`config.mk`:
```
export PLATFORM = sky130hd
export DESIGN_NAME = timer_irq_front
export DESIGN_NICKNAME = d
export VERILOG_FILES = /design/src/rtl/irq_front_pkg.sv /design/src/rtl/irq_front_ctrl.sv /design/src/rtl/irq_front_dp.sv /design/src/rtl/timer_irq_front.sv
export SDC_FILE = /design/constraint.sdc
export NUM_CORES = 1
export LEC_CHECK = 0
export BUFFER_PORTS_ARGS = -buffer_cell sky130_fd_sc_hd__buf_2
export CORE_MARGIN = 3
export CORE_UTILIZATION = 57
export CTS_BUF_LIST = sky130_fd_sc_hd__clkbuf_8
export DETAILED_ROUTE_END_ITERATION = 8
export PLACE_DENSITY = 0.83
export SYNTH_ARGS = -nofsm -noshare
export SYNTH_HDL_FRONTEND = slang
export SYNTH_SLANG_ARGS = --single-unit
export TNS_END_PERCENT = 20
```
`constraint.sdc`:
```
create_clock -name clk -period 3.4 [get_ports clk]
set_input_delay 0.34 -clock clk [delete_from_list [all_inputs] [get_ports clk]]
set_output_delay 0.34 -clock clk [all_outputs]
set_load 0.02 [all_outputs]
```
`src/rtl/irq_front_pkg.sv`:
```
package irq_front_pkg;
  typedef struct packed {
    logic       startArb;
    logic       busy;
    logic [1:0] bitSel;
    logic       showVec;
  } ctrlStrobe_t;
endpackage

```
`src/rtl/irq_front_ctrl.sv`:
```
module irq_front_ctrl
  import irq_front_pkg::*;
#(
  parameter int LEVEL_W = 3,
  parameter int ARB_W   = 4
) (
  input  logic               clk,
  input  logic               rstN,
  input  logic               ackValid,
  input  logic [LEVEL_W-1:0] ackLevel,
  input  logic [LEVEL_W-1:0] cfgLevel,
  input  logic [ARB_W-1:0]   cfgArb,
  input  logic               pending,
  input  logic               arbLineIn,
  output ctrlStrobe_t        strobe
);
  typedef enum logic [1:0] {ST_IDLE, ST_ARB, ST_WIN} arbState_t;
  arbState_t state;
  logic [1:0] bitIdx;

  always_comb begin
    strobe.startArb = (state == ST_IDLE) && ackValid && (ackLevel == cfgLevel)
                      && (cfgLevel != '0) && (cfgArb != '0) && pending;
    strobe.busy    = (state == ST_ARB);
    strobe.bitSel  = bitIdx;
    strobe.showVec = (state == ST_WIN);
  end

  always_ff @(posedge clk) begin
    if (!rstN) begin
      state  <= ST_IDLE;
      bitIdx <= '0;
    end else begin
      case (state)
        ST_IDLE: if (strobe.startArb) begin
          state  <= ST_ARB;
          bitIdx <= 2'(ARB_W - 1);
        end
        ST_ARB: begin
          if (!cfgArb[bitIdx] && arbLineIn) state <= ST_IDLE;
          else if (bitIdx == '0)            state <= ST_WIN;
          else                              bitIdx <= bitIdx - 2'd1;
        end
        default: state <= ST_IDLE;
      endcase
    end
  end
endmodule

```
`src/rtl/irq_front_dp.sv`:
```
module irq_front_dp
  import irq_front_pkg::*;
#(
  parameter int CHANNELS = 16,
  parameter int LEVEL_W  = 3,
  parameter int ARB_W    = 4,
  parameter int VEC_W    = 8,
  localparam int CH_W    = $clog2(CHANNELS),
  localparam int BASE_W  = VEC_W - CH_W,
  localparam int IRQ_W   = (1 << LEVEL_W) - 1,
  localparam int BASE_LSB = 4,
  localparam int ARB_LSB  = 8
) (
  input  logic                clk,
  input  logic                rstN,
  input  logic                regWrEn,
  input  logic                regRdEn,
  input  logic [1:0]          regAddr,
  input  logic [CHANNELS-1:0] regWrData,
  output logic [CHANNELS-1:0] regRdData,
  input  logic [CHANNELS-1:0] chanEvent,
  input  ctrlStrobe_t         strobe,
  output logic [IRQ_W-1:0]    irqOut,
  output logic                arbDrive,
  output logic                vecValid,
  output logic [VEC_W-1:0]    vecData,
  output logic [LEVEL_W-1:0]  cfgLevel,
  output logic [ARB_W-1:0]    cfgArb,
  output logic [CHANNELS-1:0] statusFlags,
  output logic                pending
);
  logic [CHANNELS-1:0] enMask, readArm, clrMask, active;
  logic [BASE_W-1:0]   cfgBase;
  logic [CH_W-1:0]     hiChan, chanLatch;

  assign active  = statusFlags & enMask;
  assign pending = |active;
  assign clrMask = (regWrEn && regAddr == 2'd1) ? (readArm & ~regWrData) : '0;

  always_comb begin
    hiChan = '0;
    for (int i = 0; i < CHANNELS; i++)
      if (active[i]) hiChan = CH_W'(i);
  end

  always_comb begin
    regRdData = '0;
    case (regAddr)
      2'd0: regRdData = enMask;
      2'd1: regRdData = statusFlags;
      2'd2: begin
        regRdData[LEVEL_W-1:0]               = cfgLevel;
        regRdData[BASE_LSB +: BASE_W]        = cfgBase;
        regRdData[ARB_LSB +: ARB_W]          = cfgArb;
      end
      default: regRdData = '0;
    endcase
  end

  always_ff @(posedge clk) begin
    if (!rstN) begin
      enMask <= '0; statusFlags <= '0; readArm <= '0;
      cfgLevel <= '0; cfgBase <= '0; cfgArb <= '0;
      irqOut <= '0; chanLatch <= '0;
    end else begin
      statusFlags <= (statusFlags & ~clrMask) | chanEvent;
      if (regRdEn && regAddr == 2'd1)      readArm <= statusFlags;
      else if (regWrEn && regAddr == 2'd1) readArm <= '0;
      if (regWrEn && regAddr == 2'd0) enMask <= regWrData;
      if (regWrEn && regAddr == 2'd2) begin
        cfgLevel <= regWrData[LEVEL_W-1:0];
        cfgBase  <= regWrData[BASE_LSB +: BASE_W];
        cfgArb   <= regWrData[ARB_LSB +: ARB_W];
      end
      if (pending && cfgLevel != '0)
        irqOut <= IRQ_W'(1) << (cfgLevel - LEVEL_W'(1));
      else
        irqOut <= '0;
      if (strobe.startArb) chanLatch <= hiChan;
    end
  end

  assign arbDrive = strobe.busy && cfgArb[strobe.bitSel];
  assign vecValid = strobe.showVec;
  assign vecData  = strobe.showVec ? {cfgBase, chanLatch} : '0;
endmodule

```
`src/rtl/timer_irq_front.sv`:
```
module timer_irq_front
  import irq_front_pkg::*;
(
  input  logic        clk,
  input  logic        rstN,
  input  logic        regWrEn,
  input  logic        regRdEn,
  input  logic [1:0]  regAddr,
  input  logic [15:0] regWrData,
  output logic [15:0] regRdData,
  input  logic [15:0] chanEvent,
  output logic [6:0]  irqOut,
  input  logic        ackValid,
  input  logic [2:0]  ackLevel,
  input  logic        arbLineIn,
  output logic        arbDrive,
  output logic        vecValid,
  output logic [7:0]  vecData
);
  ctrlStrobe_t strobe;
  logic [2:0]  cfgLevel;
  logic [3:0]  cfgArb;
  logic [15:0] statusFlags;
  logic        pending;

  irq_front_ctrl #(.LEVEL_W(3), .ARB_W(4)) ctrl (
    .clk(clk), .rstN(rstN), .ackValid(ackValid), .ackLevel(ackLevel),
    .cfgLevel(cfgLevel), .cfgArb(cfgArb), .pending(pending),
    .arbLineIn(arbLineIn), .strobe(strobe)
  );

  irq_front_dp #(.CHANNELS(16), .LEVEL_W(3), .ARB_W(4), .VEC_W(8)) dp (
    .clk(clk), .rstN(rstN), .regWrEn(regWrEn), .regRdEn(regRdEn),
    .regAddr(regAddr), .regWrData(regWrData), .regRdData(regRdData),
    .chanEvent(chanEvent), .strobe(strobe), .irqOut(irqOut),
    .arbDrive(arbDrive), .vecValid(vecValid), .vecData(vecData),
    .cfgLevel(cfgLevel), .cfgArb(cfgArb), .statusFlags(statusFlags),
    .pending(pending)
  );
endmodule

```
# Word level (Yosys, flattened, before mapping)

Cells that the tools add are included.

Register bits after elaboration: 74
Input port bits: 43
Output and inout port bits: 33
Word-level logic and storage cells: 86

Add/sub/neg operators: 2
Order comparisons: 1
Equality and inequality tests: 9
Shift-type cells: 1
Mux-type cells: 33
Bitwise operators: 6
Reduce and logical (&&, ||, !) cells: 24

Operators by type and width:

| cell                                                 | number |
|---|---|
| bitwise AND 16 bit                                   | 3 |
| two-way mux 16 bit                                   | 3 |
| two-way mux 4 bit                                    | 8 |
| NOT 16 bit                                           | 2 |
| one-hot mux 8 bit (3 select lines)                   | 1 |
| two-way mux 2 bit                                    | 8 |
| bitwise OR 16 bit                                    | 1 |
| OR reduction 16 bit                                  | 1 |
| logical AND 1 bit                                    | 12 |
| two-way mux 3 bit                                    | 4 |
| one-hot mux 3 bit (3 select lines)                   | 1 |
| two-way mux 8 bit                                    | 1 |
| one-hot mux 2 bit (2 select lines)                   | 2 |
| one-hot mux 4 bit (2 select lines)                   | 1 |
| << shifter 1 x 3 -> 7 bit (first input constant)     | 1 |
| logical NOT 2 bit                                    | 3 |
| equality test 2 x 1 -> 1 bit (second input constant) | 2 |
| equality test 2 bit (second input constant)          | 2 |
| inequality test 2 bit (second input constant)        | 2 |
| AND reduction 2 bit                                  | 2 |
| AND reduction 4 bit                                  | 1 |
| nonzero test 2 bit                                   | 2 |
| nonzero test 4 bit                                   | 1 |
| equality test 3 bit                                  | 1 |
| other kinds (10)                                     | 11 |

# Longest topological paths before layout

Gate-level depths: netlist of run 1.

Word-level depth: 16
Gate-level depth with buffers: 7

# Modules after synthesis

Synthesis of run 1 repeated with hierarchy kept, for this count alone.

Cells, all modules: 405
Area total of the unflattened synthesis: 3626.0 sq um

Modules (own cells, without submodules):

| module         | times used | cells each | area each (sq um) | sequential area each (sq um) |
|---|---|---|---|---|
| irq_front_dp   | 1          | 370        | 3316.9            | 1401.3 |
| irq_front_ctrl | 1          | 35         | 309.0             | 80.1 |

# Worst setup path before layout of run 1

Ideal clock, no wire load.

Kind: register to register
From: register dp.cfgLevel[0]
To: register dp.chanLatch[0]
Library setup time: 0.079 ns
Data arrival time: 1.810 ns
Setup slack: 1.511 ns
Cell stages (with the launch flop): 8
Path buffers: 0
Period minus slack after synthesis: 1.889 ns
Cell sequence: dfxtp_1 -> inv_1 -> ha_1 -> nor2b_1 -> nor4b_4 -> o211ai_4 -> or3_1 -> o221ai_2

Word-level cells in the longest chain between the ends: 5

Ends and longest elaborated chain:

| element                           | RTL line             | text |
|---|---|---|
| from (decl)                       | irq_front_dp.sv:27   | `output logic [LEVEL_W-1:0] cfgLevel,` |
| from (signal assigned)            | irq_front_dp.sv:71   | `cfgLevel <= regWrData[LEVEL_W-1:0];` |
| equality test 3 bit               | irq_front_ctrl.sv:22 | `strobe.startArb = (state == ST_IDLE) && ackValid && (ackLevel == cfgLevel)` |
| logical AND 1 bit                 | irq_front_ctrl.sv:22 |  |
| logical AND 1 bit * (3 in series) | irq_front_ctrl.sv:23 | `&& (cfgLevel != '0) && (cfgArb != '0) && pending;` |
| to (signal assigned)              | irq_front_dp.sv:79   | `if (strobe.startArb) chanLatch <= hiChan;` |
| to (decl)                         | irq_front_dp.sv:34   | `logic [CH_W-1:0] hiChan, chanLatch;` |

Every way passes the cells marked *; elsewhere a longest branch is shown, timed or not.
A chain may end at the register's enable or synchronous reset.

# Worst setup path in the final report of run 1

Same ends and word-level chain as after synthesis.

==> flow_summary.json, run 1 <==
{
  "htree_levels": 3,
  "cp.arrival_ps": 2480,
  "drt_iter0_drc": 250,
  "cts_tree": "yes",
  "mostFrequentLayoutCells": "buf_2 (75), dfxtp_1 (74), nand2_1 (59), nor2b_1 (48), mux2i_1 (30)",
  "path_cells": "inv_1 > ha_1 > nor2b_1 > nor4b_4 > o211ai_4 > or3_1 > o221ai_2",
  "worst-path-stages": 7,
  "p_comb_share_pct": 10.3,
  "root_buffer": "clkbuf_8",
  "clk_path_buf_depth": 2,
  "p_leak_nw": 1.782,
  "cap_violations": 0,
  "ys_types": 39,
  "core_mm2": 0.005991,
  "r2r_setup_slack_ps": 1200,
  "relSlewSlack_pct": 29.52,
  "worstSetupPathType": "reg2reg",
  "whs_ps": 216.1,
  "synth.yosys.seq_area_share_pct": 41.62,
  "grt_use_total_pct": 23.74,
  "swShare_pct": 25.26,
  "finalCritPeriodShare_pct": 64.69,
  "dieArea_mm2": 0.007229,
  "synth-edff-count": 0,
  "cts-resized-gates": 0,
  "cpPeakStageDelay_ps": 480,
  "cp-end-kind": "register",
  "layout-drive-gt1-share_pct": 21.58,
  "postCtsSetupRepairBufs": 0,
  "clkTransAtPathRegs_ps": 80,
  "syn_area_mm2": 0.003560,
  "ys_warn_count": 0,
  "hold_path_class": "in2reg",
  "p_switching_uw": 472.8,
  "rsz0062_at_grt": "false",
  "grt_pass1_vias": 3024,
  "vias": 3093,
  "ys_ff_latch": 74,
  "crit-reg2reg-capture": "dp.chanLatch[0]",
  "powerDensity_mw_per_mm2": 448.2,
  "dr.pass1.iters": 5,
  "grt_use_met1_pct": 30.30,
  "clkLatencyLatePin_ps": 350,
  "die_height_um": 85.03,
  "critPathRequiredTime_ps": 3680,
  "antenna_found_initial": 0,
  "hold_depth": 3,
  "max_freq_ghz": 0.4547,
  "r2r-start": "dp.cfgLevel[0]",
  "top_usage_layer": "met2",
  "fin_setup_tns_ps": 0,
  "whs_endpoint": "dp.statusFlags[9]",
  "fin_crit_ps": 2199,
  "drtAntennaViolNets": 0,
  "hold_viol": 0,
  "slew_violations": 0,
  "status": "completed",
  "avgSynthCellArea_um2": 8.966,
  "initial_core_util_pct": 59.42,
  "grt_first_pass_wirelength_mm": 13.85,
  "drt_wl_total_mm": 8.720,
  "grt_util_met2_pct": 39.27,
  "wl_per_cell_um": 16.06,
  "hold_path_startpoint": "chanEvent[9]",
  "die_w_um": 85.03,
  "fin_skew_ps": 7.117,
  "area_growth_pct": 17.29,
  "syn_nets": 446,
  "post-route-util_pct": 69.70,
  "io_pins": 76,
  "setup_viol": 0,
  "numCtsBuffers": 9,
  "diodes": 0,
  "gr-total-overflow": 0,
  "hold_buffers": 0,
  "portBuffers": 75,
  "worst_slew_pin_slew_ps": 1053,
  "grt_max_degree": 45,
  "power.share.clock_pct": 40.0,
  "drc": 0,
  "gp_congestion": 0.8277,
  "ys.flop_type": "dfxtp_1",
  "cp_max_fo": 8,
  "vias_per_cell": 5.696,
  "critPathLaunchType": "register",
  "p_seq_share_pct": 49.7,
  "dp_hpwl_mm": 6.202,
  "synthCells": 397,
  "r2r_cells": 7,
  "clkSinkCount": 74,
  "nets": 512,
  "final_common_cell": "buf_2",
  "use_met3_pct": 3.786,
  "p_int_mw": 1.399,
  "num_rows": 28,
  "crit_slowest_cell": "dfxtp_1",
  "peakVddDrop_uv": 255.9,
  "cp_num_buf_inv": 1,
  "critPathTopFamily": "simple AND/OR/NAND/NOR gates",
  "ys_async_sr_fraction_pct": 0
}
power groups by stage:
stage	clock network (mW)	registers, mW	logic [mW]
after global placement	0	0.949	0.185
after floorplan	0	0.938	0.130
after detailed placement	0	0.950	0.190
after CTS	0.747	0.930	0.192
after global routing	0.780	0.934	0.210
final	0.748	0.931	0.193
cell usage after synthesis (9+ instances only):
cell | count | area, µm²
nand3b_1 | 17 | 127.6
a21oi_1 | 20 | 100.1
and2_1 | 18 | 112.6
nor2b_1 | 48 | 300.3
a22oi_1 | 24 | 180.2
o21ai_0 | 13 | 65.06
nand2_1 | 59 | 221.5
mux2i_1 | 30 | 300.3
a21boi_0 | 15 | 112.6
nor2_1 | 9 | 33.78
clkbuf_1 | 16 | 60.06
dfxtp_1 | 74 | 1481
stage by stage:
step                setup WS [ps]  total power [mW]  cell area [µm²]  std cells
global placement             1296             1.133             3951        527
finish                       1201             1.872             4175        543
global route                 1137             1.924             4175        543
CTS                          1194             1.869             4175        543
floorplan                    1511             1.068             3560        397
detailed placement           1199             1.140             3951        527
registers in the layout, summed over array words and instances, names as in the netlist:
register	flops
dp.irqOut	7
ctrl.bitIdx	2
dp.enMask	16
dp.cfgLevel	3
dp.cfgBase	4
ctrl.state	2
dp.statusFlags	16
dp.chanLatch	4
dp.cfgArb	4
dp.readArm	16
layer usage:
metal,wire [µm],part of all wire [%]
met1,3729,43
met2,4250,49
met3,569,6.5
met5,0,0
met4,171,2.0
cells by family after synthesis:
family                   Yosys count  synth area share, %
multiplexers                      31                9.069
AO/OA/AOI/OAI                     88                16.94
flip-flops                        74                41.62
XOR/XNOR                           3               0.7383
adder cells (fa/ha/maj)            6                2.109
AND/OR/NAND/NOR                  166                26.08
buffers and inverters             29                3.444
tightest hold or removal path: stages:
cell     delay, ps
buf_2           70
a21oi_1         30
nor2b_1         90
layout make-up:
cell class | count | area (µm²)
multi-input cells | 294 | 1956
fillers | 483 | 1815
flip-flops and latches | 74 | 1481
repair buffers | 78 | 397.9
clock buffers | 13 | 178.9
well taps | 75 | 93.84
clock inverters | 3 | 45.04
inverters | 6 | 22.52
worst max-delay path by stage:
stage	slack (ps)	start	endpoint
after floorplan	1510	dp.cfgLevel[0]	dp.chanLatch[0]
after global placement	1300	regAddr[0]	dp.statusFlags[0]
after detailed placement	1200	regAddr[0]	dp.statusFlags[10]
after CTS	1190	dp.cfgLevel[0]	dp.chanLatch[0]
after global routing	1140	dp.cfgLevel[0]	dp.chanLatch[0]
final	1200	dp.cfgLevel[0]	dp.chanLatch[0]
No activity file was read; power rests on OpenSTA's default activity.
==> run 2, diff against run 1 <==
--- a/config.mk
+++ b/config.mk
@@ -5,12 +5,13 @@
 export SDC_FILE = /design/constraint.sdc
 export NUM_CORES = 1
 export LEC_CHECK = 0
+export ABC_AREA = 1
 export BUFFER_PORTS_ARGS = -buffer_cell sky130_fd_sc_hd__buf_2
 export CORE_MARGIN = 3
-export CORE_UTILIZATION = 57
+export CORE_UTILIZATION = 50
 export CTS_BUF_LIST = sky130_fd_sc_hd__clkbuf_8
 export DETAILED_ROUTE_END_ITERATION = 8
-export PLACE_DENSITY = 0.83
+export PLACE_DENSITY = 0.78
 export SYNTH_ARGS = -nofsm -noshare
 export SYNTH_HDL_FRONTEND = slang
 export SYNTH_SLANG_ARGS = --single-unit
==> constraint.sdc (replaced) <==
create_clock -name clk -period 1.9 [get_ports clk]
set_input_delay 0.19 -clock clk [delete_from_list [all_inputs] [get_ports clk]]
set_output_delay 0.19 -clock clk [all_outputs]
set_load 0.02 [all_outputs]
==> run 2 against run 1 <==
  * Non-clock buffer count grew 7
  * Die area grew 7.9%
  * Critical path depth grew 3
  * Synthesized cell count grew 23%
  * Clock skew shrank 0.56 ps
  * Utilization shrank 6.2 points
  * Wire length grew 4.3%
  * Fmax grew 30%
  * Combinational power grew 130%
  * Critical endpoint is now dp.chanLatch[1]
  * Largest power group unchanged
==> flow_summary.json, run 2 <==
{
  "synth_adder_area_share_pct": 2.215,
  "grt_max_degree": 33,
  "status": "completed",
  "hold_depth": 3,
  "crit_top_cell": "nand2_1",
  "area_growth_pct": 20.93,
  "clkLatencyLatePin_ps": 340,
  "synth.most_common_cell": "nor2_1",
  "htree_levels": 3,
  "io_pins": 76,
  "grt_use_total_pct": 24.00,
  "root_buffer": "clkbuf_8",
  "hold_path_class": "in2reg",
  "cpPeakStageDelay_ps": 390,
  "fin_skew_ps": 6.560,
  "dieArea_mm2": 0.007803,
  "setup_viol": 0,
  "ys_types": 29,
  "worst_slew_pin_slew_ps": 521.2,
  "synth_compound_area_share_pct": 16.35,
  "die_w_um": 88.34,
  "syn_nets": 538,
  "power.total_mw": 3.438,
  "portBuffers": 75,
  "synth_xor_area_share_pct": 0.7752,
  "dp_hpwl_mm": 6.649,
  "syn_area_mm2": 0.003390,
  "crit-reg2reg-capture": "dp.chanLatch[1]",
  "r2r_cells": 10,
  "critPathLaunchType": "register",
  "antenna_found_initial": 0,
  "whs_ps": 53.72,
  "ys_ff_latch": 74,
  "numCtsBuffers": 9,
  "max_freq_ghz": 0.5930,
  "mostFrequentLayoutCells": "nor2_1 (111), inv_1 (82), buf_2 (75), dfxtp_1 (73), nand2_1 (60)",
  "muxShareOfSynthArea_pct": 0,
  "dr.pass1.iters": 4,
  "clkTransAtPathRegs_ps": 80,
  "gp_congestion": 0.8726,
  "ys_warn_count": 0,
  "worstSetupPathType": "reg2reg",
  "dp_slack_ps": 119.0,
  "r2r-start": "dp.cfgLevel[1]",
  "cp.arrival_ps": 1910,
  "cts_tree": "yes",
  "cp_num_buf_inv": 1,
  "synth_top_cell_by_area": "dfxtp_1",
  "rsz0062_at_grt": "false",
  "synth-edff-count": 0,
  "avgSynthCellArea_um2": 6.931,
  "synth_top_area_share_pct": 43.71,
  "cp-end-kind": "register",
  "path_cells": "inv_1 > ha_1 > nand2_1 > o21ai_1 > a21oi_2 > nand2_1 > nor2_4 > nand2_8 > nor3_1 > a211oi_1",
  "grt_pass1_vias": 3082,
  "fillCellCount": 610,
  "ys_async_sr_fraction_pct": 0,
  "yosys-top-cells-count": "nor2_1 (111), inv_1 (80), dfxtp_1 (74), nand2_1 (60), o21ai_0 (33)",
  "fin_crit_ps": 1686,
  "hold_viol": 0,
  "synth.area.top_cells": "dfxtp_1 (44%), nor2_1 (12%), inv_1 (8.9%), nand2_1 (6.6%), o21ai_0 (4.9%)",
  "multiInputGateArea_mm2": 0.001508,
  "powerDensity_mw_per_mm2": 838.8,
  "seqCellArea_mm2": 0.001483,
  "hold_buffers": 0,
  "hold_path_startpoint": "chanEvent[9]",
  "wl_per_cell_um": 14.02,
  "die_height_um": 88.34,
  "synth_top_family_by_area": "simple AND/OR/NAND/NOR gates",
  "layout-drive-gt1-share_pct": 20.28,
  "diodes": 0,
  "drt_wl_total_mm": 9.096,
  "final_common_cell": "nor2_1",
  "clkSinkCount": 74,
  "slew_violations": 0,
  "worst_slack_ps": 213.6,
  "grt_first_pass_wirelength_mm": 14.31,
  "synth_simple_gate_area_share_pct": 25.14,
  "synth.yosys.seq_area_share_pct": 43.71,
  "cp_max_fo": 6,
  "finalCritPeriodShare_pct": 88.76,
  "vias": 3334,
  "critPathRequiredTime_ps": 2120,
  "peakVddDrop_uv": 468.5,
  "num_rows": 29,
  "ys.flop_type": "dfxtp_1",
  "drc": 0,
  "core_mm2": 0.006459,
  "whs_endpoint": "dp.statusFlags[9]",
  "top_regs": "dp.enMask (16), dp.readArm (16), dp.statusFlags (16)",
  "p_leak_nw": 1.865,
  "drtAntennaViolNets": 0,
  "gr-total-overflow": 0,
  "crit_slowest_cell": "dfxtp_1",
  "initial_core_util_pct": 52.48,
  "critPathTopFamily": "simple AND/OR/NAND/NOR gates",
  "fin_setup_tns_ps": 0,
  "synthCells": 489,
  "clk_path_buf_depth": 2,
  "relSlewSlack_pct": 65.17,
  "nets": 617,
  "r2r_setup_slack_ps": 210,
  "cap_violations": 0,
  "drt_iter0_drc": 277,
  "vias_per_cell": 5.137
}
run 2: layer usage:
layer  part of all wire, %  global-route usage (%)  vias up
met2                    49                   40.52      122
met5                     0                       0        -
met3                   7.4                   5.214       14
li1                      -                       -     1703
met1                    42                   29.67     1495
met4                   1.7                   9.890        0
run 2: kinds of logic after synthesis:
family,Yosys count
buf+inv,105
compound gates,96
flops,74
simple gates,205
xor+xnor,3
fa+ha+maj,6
run 2: worst max-delay path by stage:
| stage | endpoint | slack [ps] | depth (start not counted) | startpoint |
|---|---|---|---|---|
| finish | dp.chanLatch[1] | 210 | 10 | dp.cfgLevel[1] |
| global route | dp.chanLatch[1] | 40 | 10 | dp.cfgLevel[1] |
| CTS | dp.chanLatch[1] | 110 | 10 | dp.cfgLevel[0] |
| detailed placement | dp.chanLatch[1] | 120 | 10 | dp.cfgLevel[0] |
| global placement | dp.chanLatch[1] | 270 | 10 | dp.cfgLevel[0] |
| floorplan | dp.chanLatch[1] | 330 | 10 | dp.cfgLevel[0] |
run 2: power by group:
group | internal, mW | switching, mW | leakage (nW) | total [mW]
Sequential | 1.62 | 0.0353 | 0.606 | 1.65
Clock | 0.795 | 0.546 | 0.118 | 1.34
Combinational | 0.157 | 0.290 | 1.14 | 0.447
Total | 2.57 | 0.871 | 1.87 | 3.44
run 2: final cells by class:
class                           count  share of cell area (%)
Multi-Input combinational cell    310                   36.78
Clock buffer                       11                   3.694
Timing Repair Buffer               85                   11.29
Inverter                           88                   8.059
Tap cell                           77                   2.350
Clock inverter                      4                   1.648
Sequential cell                    74                   36.17
run 2: through the flow:
| stage | instance area (µm²) | instances | util, % |
|---|---|---|---|
| CTS | 4098 | 649 | 63.44 |
| finish | 4099 | 649 | 63.46 |
| global route | 4099 | 649 | 63.46 |
| global placement | 3879 | 634 | 60.05 |
| floorplan | 3390 | 489 | - |
| detailed placement | 3879 | 634 | 60.05 |
run 2: worst min-delay path: stages:
cell,delay [ps]
buf_2,70
nor2_1,30
nor2_1,60
run 2: what timing repair did:
action	4_1_cts	5_1_grt
endpoints found under the setup margin	0	1
resized for setup	0	1
buffers inserted	0	0
==> run 3, diff against run 2 <==
--- a/config.mk
+++ b/config.mk
@@ -5,10 +5,10 @@
 export SDC_FILE = /design/constraint.sdc
 export NUM_CORES = 1
 export LEC_CHECK = 0
-export ABC_AREA = 1
 export BUFFER_PORTS_ARGS = -buffer_cell sky130_fd_sc_hd__buf_2
+export CAP_MARGIN = 20
 export CORE_MARGIN = 3
-export CORE_UTILIZATION = 50
+export CORE_UTILIZATION = 51
 export CTS_BUF_LIST = sky130_fd_sc_hd__clkbuf_8
 export DETAILED_ROUTE_END_ITERATION = 8
 export PLACE_DENSITY = 0.78
==> run 3 against run 2 <==
  * Cell count fell by 9.9%
  * Via count fell by 4.8%
  * Register-to-register slack got worse by 130 ps
  * Combinational power fell by 10%
  * Clock skew fell by 1.2 ps
  * Flip-flop and latch count did not move
  * Largest power group unchanged
==> flow_summary.json, run 3 (same netlist as run 1, synthesis figures left out) <==
{
  "status": "completed",
  "root_buffer": "clkbuf_8",
  "fillCellCount": 525,
  "hold_viol": 0,
  "die_height_um": 89.55,
  "final_common_cell": "buf_2",
  "cp_max_fo": 5,
  "vias": 3174,
  "antenna_found_initial": 0,
  "layout-drive-gt1-share_pct": 25.81,
  "gp_congestion": 0.8686,
  "slew_violations": 0,
  "critPathRequiredTime_ps": 2170,
  "critPathLaunchType": "register",
  "peakVddDrop_uv": 492.4,
  "top_regs": "dp.enMask (16), dp.readArm (16), dp.statusFlags (16)",
  "finalCritPeriodShare_pct": 95.85,
  "multiInputGateArea_mm2": 0.001969,
  "core_mm2": 0.006568,
  "drt_iter0_drc": 179,
  "place_area_mm2": 0.004154,
  "highest_layer": "met4",
  "wl_met3_um": 707,
  "dieArea_mm2": 0.008018,
  "postCtsSetupRepairBufs": 0,
  "initial_core_util_pct": 54.20,
  "cap_violations": 0,
  "rsz0062_at_grt": "true",
  "met2_length_mm": 4.368,
  "clkSinkCount": 74,
  "drc": 0,
  "htree_levels": 3,
  "worstSetupPathType": "reg2reg",
  "path_cells": "inv_1 > ha_1 > nor2b_1 > nor4b_4 > o211ai_4 > or3_1 > o221ai_2",
  "setup_viol": 0,
  "cp.arrival_ps": 2090,
  "cp-end-kind": "register",
  "grt_max_degree": 38,
  "grt_pass1_vias": 3190,
  "diodes": 0,
  "nets": 536,
  "worst_slack_ps": 78.76,
  "drtAntennaViolNets": 0,
  "relSlewSlack_pct": 60.49,
  "met1_length_mm": 4.010,
  "powerDensity_mw_per_mm2": 828.8,
  "fin_crit_ps": 1821,
  "cpPeakStageDelay_ps": 400,
  "crit_slowest_cell": "or3_1",
  "numCtsBuffers": 9,
  "portBuffers": 75,
  "worst_slew_pin_slew_ps": 587.3,
  "cts_tree": "yes",
  "area_growth_pct": 24.57,
  "mostFrequentLayoutCells": "buf_2 (75), dfxtp_1 (74), nand2_1 (59), nor2b_1 (48), mux2i_1 (30)",
  "dp_slack_ps": 79.06,
  "die_w_um": 89.55,
  "wl_per_cell_um": 15.78,
  "max_freq_ghz": 0.5491,
  "grt_first_pass_wirelength_mm": 15.29,
  "seqCellArea_mm2": 0.001481,
  "drt_wl_total_mm": 9.229,
  "io_pins": 76,
  "gr-total-overflow": 0,
  "hold_path_class": "in2reg",
  "fin_skew_ps": 5.400,
  "num_rows": 29,
  "final_cell_area_mm2": 0.004434,
  "grt_use_total_pct": 24.77,
  "vias_per_cell": 5.426,
  "clkTransAtPathRegs_ps": 80,
  "p_leak_nw": 1.935,
  "dp_hpwl_mm": 6.605,
  "clkLatencyLatePin_ps": 340,
  "dr.pass1.iters": 4,
  "clk_path_buf_depth": 2
}
-- run 3: cell count changes in the layout (fill, tap and decap cells not counted), moves of 18 or more --
cell / change
nor2_1: -102
inv_1: -75
nor2b_1: +48
mux2i_1: +30
a22oi_1: +22
o21ai_0: -20
and2_1: +18
buf_4: +18
nor3_1: -18
-- run 3: area by class of cell --
class / count / share of cell area, %
Multi-Input combinational cell: 294 / 44.41
Sequential cell: 74 / 33.41
Timing Repair Buffer: 102 / 13.04
Clock buffer: 10 / 3.104
Clock inverter: 6 / 2.906
Tap cell: 93 / 2.624
Inverter: 6 / 0.5079
-- run 3: final timing paths --
check,startpoint,end,slack (ps),cells past startpoint
hold / removal,chanEvent[0],dp.statusFlags[0],70,3
hold reg to reg,dp.chanLatch[3],dp.chanLatch[3],470,2
setup reg to reg,dp.cfgLevel[0],dp.chanLatch[0],80,7
setup / recovery,dp.cfgLevel[0],dp.chanLatch[0],80,7
-- run 3: stage by stage --
| step | instances | setup TNS (ps) | hold slack [ps] | total power, mW | util (%) |
|---|---|---|---|---|---|
| after floorplan | 397 | 0 | 324.8 | 1.911 | - |
| after global placement | 569 | 0 | 415.6 | 2.068 | 63.25 |
| after detailed placement | 569 | 0 | 419.9 | 2.078 | 63.25 |
| after CTS | 585 | 0 | 56.54 | 3.687 | 67.31 |
| after global routing | 585 | -31.22 | 81.06 | 3.816 | 67.52 |
| final | 585 | 0 | 69.21 | 3.675 | 67.52 |
-- run 3: per-layer routing --
metal	vias up	track usage, %
met5	-	0
li1	1562	-
met2	120	39.96
met4	0	10.01
met3	14	4.147
met1	1478	32.84
-- run 3: worst max-delay path: cells and delay by family, from the launching register on --
family	cells	cell delay (ps)
fa+ha+maj	1	220
flops	1	330
buf+inv	1	80
compound gates	2	260
simple gates	3	860
-- run 3: what timing repair did --
item | 4_1_cts | 5_1_grt
setup endpoints to repair | 0 | 5
hold buffers | 0 | 0
resized for setup | 0 | 3
-- run 3: where the power goes --
group	leakage [nW]	internal (mW)	switching [mW]
clock	0.138	1.03	0.589
combinational	1.19	0.178	0.223
sequential	0.604	1.60	0.0476
total	1.94	2.82	0.860
